<file path="src/rtl/fbq_pkg.sv">
package fbq_pkg;
  // circular index step; depth need not be a power of two
  function automatic int unsigned wrap_idx(int unsigned base, int unsigned off,
                                           int unsigned depth);
    return (base + off) % depth;
  endfunction
endpackage

</file>
<file path="src/rtl/fbq_store.sv">
module fbq_store
  import fbq_pkg::*;
#(
  parameter int unsigned DEPTH  = 6,
  parameter int unsigned BYTE_W = 8,
  parameter int unsigned BPF    = 2,
  localparam int unsigned PTR_W = $clog2(DEPTH),
  localparam int unsigned CNT_W = $clog2(DEPTH + 1)
) (
  input  logic                  clk_i,
  input  logic                  rst_ni,
  input  logic                  flush_i,
  input  logic                  push_i,
  input  logic [BPF*BYTE_W-1:0] data_i,
  input  logic                  pop_i,
  output logic [BYTE_W-1:0]     head_o,
  output logic [CNT_W-1:0]      count_o
);
  localparam logic [CNT_W-1:0] PUSH_N = CNT_W'(BPF);

  logic [BYTE_W-1:0] mem_q [DEPTH];
  logic [PTR_W-1:0]  rd_q, wr_q, rd_d, wr_d;
  logic [CNT_W-1:0]  cnt_q, cnt_d;
  logic [PTR_W-1:0]  lane_idx [BPF];
  logic              pop_ok;

  for (genvar k = 0; k < BPF; k++) begin : g_lane
    assign lane_idx[k] = PTR_W'(wrap_idx(int'(wr_q), k, DEPTH));
  end

  assign pop_ok = pop_i && (cnt_q != '0);

  always_comb begin
    rd_d  = pop_ok ? PTR_W'(wrap_idx(int'(rd_q), 1, DEPTH)) : rd_q;
    wr_d  = push_i ? PTR_W'(wrap_idx(int'(wr_q), BPF, DEPTH)) : wr_q;
    cnt_d = cnt_q + (push_i ? PUSH_N : '0) - (pop_ok ? CNT_W'(1) : '0);
  end

  always_ff @(posedge clk_i or negedge rst_ni) begin
    if (!rst_ni) begin
      rd_q  <= '0;
      wr_q  <= '0;
      cnt_q <= '0;
    end else if (flush_i) begin
      rd_q  <= '0;
      wr_q  <= '0;
      cnt_q <= '0;
    end else begin
      rd_q  <= rd_d;
      wr_q  <= wr_d;
      cnt_q <= cnt_d;
    end
  end

  always_ff @(posedge clk_i) begin
    if (push_i && !flush_i) begin
      for (int k = 0; k < BPF; k++) mem_q[lane_idx[k]] <= data_i[k*BYTE_W +: BYTE_W];
    end
  end

  assign head_o  = mem_q[rd_q];
  assign count_o = cnt_q;
endmodule

</file>
<file path="src/rtl/fbq_fetch_ctl.sv">
module fbq_fetch_ctl #(
  parameter int unsigned        ADDR_W     = 20,
  parameter int unsigned        BPF        = 2,
  parameter logic [ADDR_W-1:0]  RESET_ADDR = '0
) (
  input  logic              clk_i,
  input  logic              rst_ni,
  input  logic              flush_i,
  input  logic [ADDR_W-1:0] flush_addr_i,
  input  logic              eu_req_i,
  input  logic              room_i,
  input  logic              ack_i,
  output logic              req_o,
  output logic [ADDR_W-1:0] addr_o,
  output logic              push_o
);
  localparam logic [ADDR_W-1:0] STEP = ADDR_W'(BPF);

  logic              pend_q, stale_q;
  logic [ADDR_W-1:0] addr_q;

  // stale: a fetch issued before a flush is still due; its data is discarded
  assign req_o  = !pend_q && !stale_q && !flush_i && !eu_req_i && room_i;
  assign push_o = ack_i && pend_q && !flush_i;

  always_ff @(posedge clk_i or negedge rst_ni) begin
    if (!rst_ni) begin
      pend_q  <= 1'b0;
      stale_q <= 1'b0;
      addr_q  <= RESET_ADDR;
    end else if (flush_i) begin
      pend_q  <= 1'b0;
      stale_q <= (pend_q || stale_q) && !ack_i;
      addr_q  <= flush_addr_i;
    end else begin
      if (ack_i) begin
        if (stale_q) stale_q <= 1'b0;
        else         pend_q  <= 1'b0;
      end
      if (req_o) begin
        pend_q <= 1'b1;
        addr_q <= addr_q + STEP;
      end
    end
  end

  assign addr_o = addr_q;
endmodule

</file>
<file path="src/rtl/prefetch_queue.sv">
module prefetch_queue #(
  parameter int unsigned       DEPTH      = 6,
  parameter int unsigned       ADDR_W     = 20,
  parameter int unsigned       BYTE_W     = 8,
  parameter int unsigned       BPF        = 2,
  parameter logic [ADDR_W-1:0] RESET_ADDR = '0,
  localparam int unsigned      CNT_W      = $clog2(DEPTH + 1)
) (
  input  logic                  clk_i,
  input  logic                  rst_ni,
  input  logic                  flush_i,
  input  logic [ADDR_W-1:0]     flush_addr_i,
  input  logic                  eu_bus_req_i,
  output logic                  fetch_req_o,
  output logic [ADDR_W-1:0]     fetch_addr_o,
  input  logic                  fetch_ack_i,
  input  logic [BPF*BYTE_W-1:0] fetch_data_i,
  output logic                  head_valid_o,
  output logic [BYTE_W-1:0]     head_byte_o,
  input  logic                  pop_i,
  output logic [CNT_W-1:0]      count_o,
  output logic                  empty_o
);
  localparam logic [CNT_W-1:0] ROOM_MAX = CNT_W'(DEPTH - BPF);

  logic [CNT_W-1:0] cnt;
  logic             push, room;

  assign room = (cnt <= ROOM_MAX);

  fbq_fetch_ctl #(
    .ADDR_W(ADDR_W), .BPF(BPF), .RESET_ADDR(RESET_ADDR)
  ) i_ctl (
    .clk_i, .rst_ni, .flush_i, .flush_addr_i,
    .eu_req_i(eu_bus_req_i), .room_i(room), .ack_i(fetch_ack_i),
    .req_o(fetch_req_o), .addr_o(fetch_addr_o), .push_o(push)
  );

  fbq_store #(
    .DEPTH(DEPTH), .BYTE_W(BYTE_W), .BPF(BPF)
  ) i_store (
    .clk_i, .rst_ni, .flush_i,
    .push_i(push), .data_i(fetch_data_i), .pop_i,
    .head_o(head_byte_o), .count_o(cnt)
  );

  assign count_o      = cnt;
  assign empty_o      = (cnt == '0);
  assign head_valid_o = !empty_o;
endmodule

</file>
<file path="config.mk">
export PLATFORM = sky130hd
export DESIGN_NAME = prefetch_queue
export DESIGN_NICKNAME = d
export VERILOG_FILES = /design/src/rtl/fbq_pkg.sv /design/src/rtl/fbq_store.sv /design/src/rtl/fbq_fetch_ctl.sv /design/src/rtl/prefetch_queue.sv
export SDC_FILE = /design/constraint.sdc
export NUM_CORES = 1
export LEC_CHECK = 0
export ABC_AREA = 1
export BUFFER_PORTS_ARGS = -buffer_cell sky130_fd_sc_hd__buf_4
export CAP_MARGIN = 20
export CORE_ASPECT_RATIO = 1.5
export CORE_MARGIN = 2
export CORE_UTILIZATION = 50
export CTS_CLUSTER_SIZE = 14
export DETAILED_ROUTE_END_ITERATION = 16
export PLACE_DENSITY = 0.82
export SYNTH_ARGS = -nofsm -noshare
export SYNTH_HDL_FRONTEND = slang
export SYNTH_HIERARCHICAL = 1
export SYNTH_SLANG_ARGS = --single-unit
</file>
<file path="constraint.sdc">
create_clock -name clk_i -period 2.6 [get_ports clk_i]
set_input_delay 0.13 -clock clk_i [delete_from_list [all_inputs] [get_ports clk_i]]
set_output_delay 0.13 -clock clk_i [all_outputs]
set_load 0.01 [all_outputs]
</file>
== Word-level counts from Yosys, hierarchy flattened ==
Memory sizes are Yosys's and may differ from the RTL's.
Index checks and enable logic that the tools add are counted.

* Flip-flop bits (word level): 31
* Bits in latches: 0
* Memory bits (writable): 48
* Bits in read-only memories: 0
* Memories kept: 1

* $add $sub $neg: 6
* Multipliers: 0
* Div/mod/pow operators: 4
* $lt $le $gt $ge: 1
* Equality and inequality tests: 1
* Shift-type cells: 0
* Muxes and demuxes: 17
* Bitwise gates (word level): 0
* Reduce and logical (&&, ||, !) cells: 24

{| class="wikitable"
|+ Memory list
! name !! depth !! bits a word !! read ports !! clocked after Yosys merged registers in !! wr ports !! RTL line !! RTL
|-
| i_store.mem_q || 6 || 8 || 1 || 0 || 2 || fbq_store.sv:21 || <nowiki>logic [BYTE_W-1:0] mem_q [DEPTH];</nowiki>
|}

{| class="wikitable"
|+ Operators with widths
! operator !! number
|-
| remainder unit 32 x 3 -> 32 bit, second input constant || 3
|-
| two-way mux 20 bit || 2
|-
| remainder unit 3 x 3 -> 32 bit, second input constant || 1
|-
| adder 20 x 2 -> 20 bit, second input constant || 1
|-
| two-way mux 3 bit || 5
|-
| logical AND 1 bit || 9
|-
| two-way mux 1 bit || 9
|-
| adder 3 x 1 -> 4 bit, second input constant || 2
|-
| nonzero test 2 bit || 4
|-
| zero test 1 bit || 6
|-
| nonzero test 3 bit || 2
|-
| adder 3 x 2 -> 4 bit, second input constant || 1
|-
| adder 3 bit || 1
|-
| <= comparator 3 bit, second input constant || 1
|-
| zero test 3 bit || 1
|-
| inequality test 3 bit, second input constant || 1
|-
| subtractor 3 bit || 1
|-
| two-way mux 2 bit || 1
|-
| AND reduction 2 bit || 1
|-
| logical OR 1 bit || 1
|}

== Longest topological paths before layout ==
Gate-level depths: netlist of the first run.

* Depth in word-level cells: 7
* Gate-level depth with buffers: 13
* Depth with buffers taken out: 13

== Hierarchy ==
Netlist of the first run, hierarchy kept.

{| class="wikitable"
|+ By module, submodules not included
! module !! times used !! cells an instance !! area an instance (um^2) !! sequential area each (um^2)
|-
| fbq_store || 1 || 280 || 2850.2 || 1641.6
|-
| fbq_fetch_ctl || 1 || 233 || 1537.7 || 550.5
|-
| prefetch_queue || 1 || 6 || 31.3 || 0.0
|}

== Worst setup path before layout of the first run ==
No wires, ideal clock.

* Path kind: register to register
* From: register i_store.wr_q[1]
* To: memory i_store.mem_q[1][0] (enable)
* Library setup time: 0.324 ns
* Arrival time: 1.538 ns
* Data required time: 2.276 ns
* Slack: 0.738 ns
* Cell stages (with the launch flop): 8
* Buffers on the path: 2
* Period minus slack after synthesis: 1.862 ns
* Cells stage by stage: dfrtp_1 ha_1 xnor2_1 nand2_1 or2_1 buf_6 buf_12 inv_1

{| class="wikitable"
|+ RTL lines
! element !! RTL line !! RTL
|-
| start, declared || fbq_store.sv:22 || <nowiki>logic [PTR_W-1:0] rd_q, wr_q, rd_d, wr_d;</nowiki>
|-
| start signal, assigned || fbq_store.sv:50 || <nowiki>wr_q <= wr_d;</nowiki>
|-
| end, declared || fbq_store.sv:21 ||
|}

== Final worst setup path of the first run ==
* From: register i_store.rd_q[0]
* To: output head_byte_o[0]

* Word-level cells in the longest chain between the ends: 1

{| class="wikitable"
|+ RTL lines
! element !! RTL line !! RTL
|-
| start, declared || fbq_store.sv:22 ||
|-
| start signal, assigned || fbq_store.sv:49 || <nowiki>rd_q <= rd_d;</nowiki>
|-
| memory read (6 x 8 bit) || -- ||
|-
| end, declared || prefetch_queue.sv:19 || <nowiki>output logic [BYTE_W-1:0] head_byte_o,</nowiki>
|}

Every way passes these cells.

==> results.sh, run 1 <==
export IMPL_status="finished clean"
export IMPL_remaining_drc_errors=0
export IMPL_yosysWarnings=6
export IMPL_crit_type="register to primary output"
export IMPL_worstPathArrival_ns=2.11
export IMPL_yosys_area_top_type="edfxtp_1"
export IMPL_path_delay_family="buffers and inverters"
export IMPL_setup_viol=0
export IMPL_die_x_um=80.8
export IMPL_dpl_worst_slack_ns=0.628
export IMPL_initial_core_util_pct=50.7
export IMPL_crit_chain="inv_1, o21ai_0, o22ai_1, o2bb2ai_1, buf_4"
export IMPL_synth_top_family_by_area="simple AND/OR/NAND/NOR gates"
export IMPL_ys_seq_area_share_pct=49.6
export IMPL_slowest_stage="inv_1"
export IMPL_hold_viol=0
export IMPL_postLayoutCellArea_um2=5360
export IMPL_whs_endpoint="i_ctl/addr_o[4]"
export IMPL_endpoint_kind="primary output"
export IMPL_cts_sinks=78
export IMPL_slew_headroom_pct=53.3
export IMPL_dr_first_iter_drc_count=297
export IMPL_syn_cell_area_um2=4420
export IMPL_cp_data_required_time_ns=2.47
export IMPL_fmax_mhz=447
export IMPL_finalPower_mw=4.13
export IMPL_synthXorXnorAreaFrac_pct=1.98
export IMPL_grt_total_usage_pct=24.7
export IMPL_worst_hold_path_num_cells=3
export IMPL_drive_above_1_share_pct=23.0
export IMPL_gp_congestion=1.05
export IMPL_nets=640
export IMPL_synth_avg_cell_area_um2=8.51
export IMPL_clk_latency_ns=0.34
export IMPL_vias=3754
export IMPL_fin_ws_ns=0.364
export IMPL_cpPeakStageDelay_ns=0.52
export IMPL_synth_compound_area_share_pct=13.0
export IMPL_drv_cap=0
export IMPL_syn_nets=572
export IMPL_cts_max_path_buffers=2
export IMPL_ys_seq_elements=78
export IMPL_ff2ff_path_depth=10
export IMPL_min_path_type="input pin to register"
export IMPL_placeableCoreArea_um2=8720
export IMPL_finalSetupTns_ns=0
export IMPL_post_route_min_period_ns=2.24
export IMPL_synthCells=519
export IMPL_r2r_start="i_store/rd_q[2]"
export IMPL_yosysUniqueCellTypes=34
export IMPL_htree_levels=3
export IMPL_viasPerCell=5.35
export IMPL_cts_root_buf="clkbuf_16"
export IMPL_fin_util_pct=61.4
export IMPL_dieHeight_um=119
export IMPL_antenna_found_initial=0
export IMPL_syn_to_final_growth_pct=21.2
export IMPL_min_delay_start="flush_addr_i[4]"
export IMPL_cts_inserted_buffers=9
export IMPL_grt_pass1_wl_um=17800
export IMPL_cts_tree="yes"
export IMPL_final_max_slew_viol_count=0
export IMPL_antenna_cells=0
export IMPL_layout_commonest_cell="nand2_1"
export IMPL_crit_fanout=24
export IMPL_cts_resized=0
export IMPL_detail_route_first_pass_iterations=4
export IMPL_port_buffers=75
export IMPL_rsz0062_at_grt="false"
export IMPL_grt_overflow_total=0
export IMPL_worst_pin_slew_ns=0.697
export IMPL_rows=42
export IMPL_worst_path_stages=5
export IMPL_grt_pass1_vias=3706
export IMPL_clk_pin_slew_ns=0.06
export IMPL_dpl_hpwl_um=8060
export IMPL_wire_per_inst_um=15.5
export IMPL_peakVddDrop_mv=0.452
export IMPL_antenna_left=0
export IMPL_finalCritPeriodShare_pct=86.0
export IMPL_worstSetupStartpointType="register"
export IMPL_ios=76
export IMPL_timing_rr_end="i_store/rd_q[2]"
export IMPL_dieArea_um2=9620
export IMPL_critical_path_buf_inv_count=2
export IMPL_final_cell_mix="nand2_1 (126), buf_4 (79), inv_1 (61)"
export IMPL_synth_fa_ha_area_share_pct=3.11
export IMPL_synth_area_mux_share_pct=0
export IMPL_synth_area_leaders="edfxtp_1 (33%), dfrtp_1 (17%), nand2_1 (11%), inv_1 (5.2%), nor2_1 (5.1%)"
export IMPL_wl_um=10900
export IMPL_p_per_area_nw_per_um2=772
export IMPL_synth_top_area_share_pct=32.6
export IMPL_total_leakage_power_nw=2.46
export IMPL_yosys_area_share_simple_pct=23.1
export IMPL_grt_max_degree=31
export IMPL_placed_area_um2=5000
export IMPL_fin_skew_ns=0.00530
export IMPL_r2r_slack_ns=0.64
-- synth_stat cells (all sizes together) --
master	n
o21ai	63
a21oi	2
and2	1
nor2	68
or2	2
a31o	1
xnor2	2
nand4	4
inv	67
xor2	8
nand3b	1
nand2	134
clkinv	1
edfxtp	48
dfrtp	30
nand3	29
o22ai	9
o2bb2ai	8
clkbuf	13
ha	11
buf	11
o211ai	3
o21bai	3
-- power by group --
group / leakage (nW) / switching [mW] / internal, mW
Clock: 0.160 / 0.485 / 0.936
Combinational: 1.49 / 0.656 / 0.498
Sequential: 0.807 / 0.145 / 1.41
-- worst min-delay path, cell delays in order --
cell     delay [ns]
buf_4          0.07
nand2_1        0.04
nand3_1        0.07
-- routing by layer --
metal	track usage, %	up-vias	wire (um)
met4	15.7	0	564
met2	42.7	137	5820
met3	4.47	37	575
met1	27.3	1762	3960
met5	0	-	0
li1	-	1818	-
-- per-stage QoR --
step / hold WS, ns / std cells
finish: 0.0112 / 702
global route: 0.0172 / 702
CTS: 0.00272 / 702
detailed placement: 0.101 / 684
global placement: 0.101 / 684
floorplan: -0.166 / 519
-- flip-flops by register name (all words and copies together) (netlist names) --
name and cells:
i_store/count_o 3, i_store/wr_q 2, i_store/mem_q 48, i_ctl/pend_q 1
i_ctl/addr_o 20, i_store/rd_q 3, i_ctl/stale_q 1
-- what timing repair did --
action                                  in CTS  in global routing
hold endpoints to repair                    31                  0
endpoints found under the setup margin       0                  0
buffers inserted                             0                  0
hold buffers                                 2                  0
-- area by class of cell --
cell class | count | area [um2]
Timing Repair Buffer | 81 | 613
Sequential cell | 78 | 2190
Clock buffer | 10 | 229
Clock inverter | 6 | 110
Fill cell | 753 | 3370
Inverter | 68 | 255
Multi-Input combinational cell | 349 | 1820
Tap cell | 110 | 138
-- cells by family (layout without fill, tap and decap cells) --
family,after synthesis,in the layout
buffers and inverters,92,165
XOR/XNOR,10,10
AO/OA/AOI/OAI,89,89
flip-flops,78,78
adder cells (fa/ha/maj),11,11
AND/OR/NAND/NOR,239,239
-- how the worst max path moves through the flow --
stage | from | end | slack (ns)
2_1_floorplan | i_store/wr_q[1] | i_store/mem_q[1][0] | 0.74
3_3_place_gp | flush_i | i_store/mem_q[3][4] | 0.68
6_report | i_store/rd_q[0] | head_byte_o[0] | 0.36
3_5_place_dp | flush_i | i_store/mem_q[1][5] | 0.63
5_1_grt | i_store/rd_q[0] | head_byte_o[0] | 0.27
4_1_cts | i_store/rd_q[0] | head_byte_o[0] | 0.39
Note: power is estimated with default switching activity, not from simulation.
==> run 2, diff against run 1 <==
--- a/config.mk
+++ b/config.mk
@@ -13,7 +13,7 @@
 export CORE_UTILIZATION = 50
 export CTS_CLUSTER_SIZE = 14
 export DETAILED_ROUTE_END_ITERATION = 16
-export PLACE_DENSITY = 0.82
+export PLACE_DENSITY = 0.72
 export SYNTH_ARGS = -nofsm -noshare
 export SYNTH_HDL_FRONTEND = slang
 export SYNTH_HIERARCHICAL = 1
==> run 2 against run 1 <==
Combinational power is essentially flat. Sequential cell count is the same. Non-clock buffer count grew 3. Utilization grew 0.11 points. Worst hold slack lost 0.00066 ns. Cell count grew 0.43%. Critical path type unchanged. Largest power group unchanged. Clock-buffer cell count is the same.
==> results.sh, run 2 (synthesis gave the netlist of run 1 again) <==
export IMPL_hold_viol=0
export IMPL_fin_skew_ns=0.00271
export IMPL_crit_chain="buf_4, inv_1, o21ai_0, o22ai_1, o2bb2ai_1, buf_4"
export IMPL_num_fill_cells=795
export IMPL_status="finished clean"
export IMPL_hold_ws_ns=0.0105
export IMPL_cts_resized=0
export IMPL_p_per_area_nw_per_um2=752
export IMPL_final_cell_mix="nand2_1 (126), buf_4 (81), inv_1 (61)"
export IMPL_instances_no_fill=705
export IMPL_dieArea_um2=9620
export IMPL_timing_rr_end="i_store/rd_q[2]"
export IMPL_final_max_slew_viol_count=0
export IMPL_die_x_um=80.8
export IMPL_wl_um=10000
export IMPL_syn_to_final_growth_pct=21.4
export IMPL_vias=3659
export IMPL_fin_ws_ns=0.240
export IMPL_remaining_drc_errors=0
export IMPL_placed_area_um2=5010
export IMPL_peakVddDrop_mv=0.417
export IMPL_endpoint_kind="primary output"
export IMPL_detail_route_first_pass_iterations=4
export IMPL_setup_viol=0
export IMPL_cp_data_required_time_ns=2.47
export IMPL_crit_start="i_store/rd_q[0]"
export IMPL_finalSetupTns_ns=0
export IMPL_whs_endpoint="i_ctl/addr_o[4]"
export IMPL_worstPathArrival_ns=2.23
export IMPL_min_delay_start="flush_addr_i[4]"
export IMPL_cts_max_path_buffers=2
export IMPL_critical_path_buf_inv_count=3
export IMPL_slowest_stage="inv_1"
export IMPL_dpl_hpwl_um=7620
export IMPL_post_route_min_period_ns=2.36
export IMPL_min_path_type="input pin to register"
export IMPL_grt_max_degree=31
export IMPL_crit_type="register to primary output"
export IMPL_post_cts_buffers=0
export IMPL_grt_pass1_vias=3644
export IMPL_drive_above_1_share_pct=23.4
export IMPL_path_delay_family="buffers and inverters"
export IMPL_placeableCoreArea_um2=8720
export IMPL_cts_root_buf="clkbuf_16"
export IMPL_layout_commonest_cell="nand2_1"
export IMPL_grt_overflow_total=0
export IMPL_viasPerCell=5.19
export IMPL_placed_cells=686
export IMPL_slew_headroom_pct=53.1
export IMPL_largest_reg_flops=48
export IMPL_dieHeight_um=119
export IMPL_nets=643
export IMPL_cts_hold_buf=3
export IMPL_clk_latency_ns=0.33
export IMPL_cts_inserted_buffers=9
export IMPL_worst_pin_slew_ns=0.701
export IMPL_finalPower_mw=4.03
export IMPL_postLayoutCellArea_um2=5370
export IMPL_cts_tree="yes"
export IMPL_r2r_start="i_store/rd_q[2]"
export IMPL_grt_pass1_wl_um=16500
export IMPL_grt_total_usage_pct=22.3
export IMPL_finalCritPeriodShare_pct=90.8
export IMPL_dpl_worst_slack_ns=0.605
export IMPL_antenna_cells=0
export IMPL_initial_core_util_pct=50.7
export IMPL_fmax_mhz=424
export IMPL_rsz0062_at_grt="false"
export IMPL_crit_fanout=26
export IMPL_htree_levels=3
export IMPL_worst_hold_path_num_cells=3
export IMPL_cts_sinks=78
export IMPL_antenna_found_initial=0
export IMPL_port_buffers=75
export IMPL_clk_pin_slew_ns=0.06
export IMPL_total_leakage_power_nw=2.47
export IMPL_fin_util_pct=61.5
export IMPL_crit_top_cell="buf_4"
export IMPL_wire_per_inst_um=14.2
export IMPL_cpPeakStageDelay_ns=0.53
export IMPL_drv_cap=0
export IMPL_antenna_left=0
export IMPL_r2r_slack_ns=0.62
export IMPL_dr_first_iter_drc_count=206
export IMPL_ff2ff_path_depth=10
export IMPL_worstSetupStartpointType="register"
export IMPL_gp_congestion=0.868
export IMPL_rows=42
export IMPL_ios=76
## run 2: changes by cell type in the layout (fill, tap and decap cells not counted)
cell / previous run / this run
clkinv_4: 1 / 3
bufinv_16: 3 / 2
clkinv_1: 2 / 1
dlygate4sd3_1: 2 / 3
inv_6: 0 / 1
buf_4: 79 / 81
clkinvlp_4: 1 / 0
## run 2: how the worst max path moves through the flow
stage	slack [ns]	endpoint	cells past startpoint
floorplan	0.74	i_store/mem_q[1][0]	7
global placement	0.68	i_store/mem_q[3][3]	9
detailed placement	0.61	i_store/mem_q[3][6]	9
CTS	0.26	head_byte_o[0]	6
global route	0.06	head_byte_o[0]	6
finish	0.24	head_byte_o[2]	6
## run 2: where the power goes
part / switching [mW] / leakage, nW / internal [mW]
logic: 0.643 / 1.50 / 0.498
registers: 0.138 / 0.807 / 1.41
clock network: 0.493 / 0.157 / 0.849
total: 1.27 / 2.47 / 2.76
## run 2: area by class of cell
type                            instances  area (um2)  share of cell area, %
Clock buffer                           10         229                   4.27
Sequential cell                        78        2190                   40.9
Inverter                               68         255                   4.76
Timing Repair Buffer                   84         638                   11.9
Multi-Input combinational cell        349        1820                   33.9
Tap cell                              110         138                   2.57
Clock inverter                          6        95.1                   1.77
## run 2: tightest hold or removal path, stage by stage
cell     delay, ns
buf_4         0.08
nand2_1       0.04
nand3_1       0.06
## run 2: layer usage
| layer | part of all wire, % | wire (um) | GRT usage, % |
|---|---|---|---|
| met1 | 38 | 3800 | 24.4 |
| met2 | 55 | 5520 | 40.9 |
| met3 | 4.6 | 462 | 4.09 |
| met4 | 2.2 | 223 | 9.22 |
| met5 | 0 | 0 | 0 |
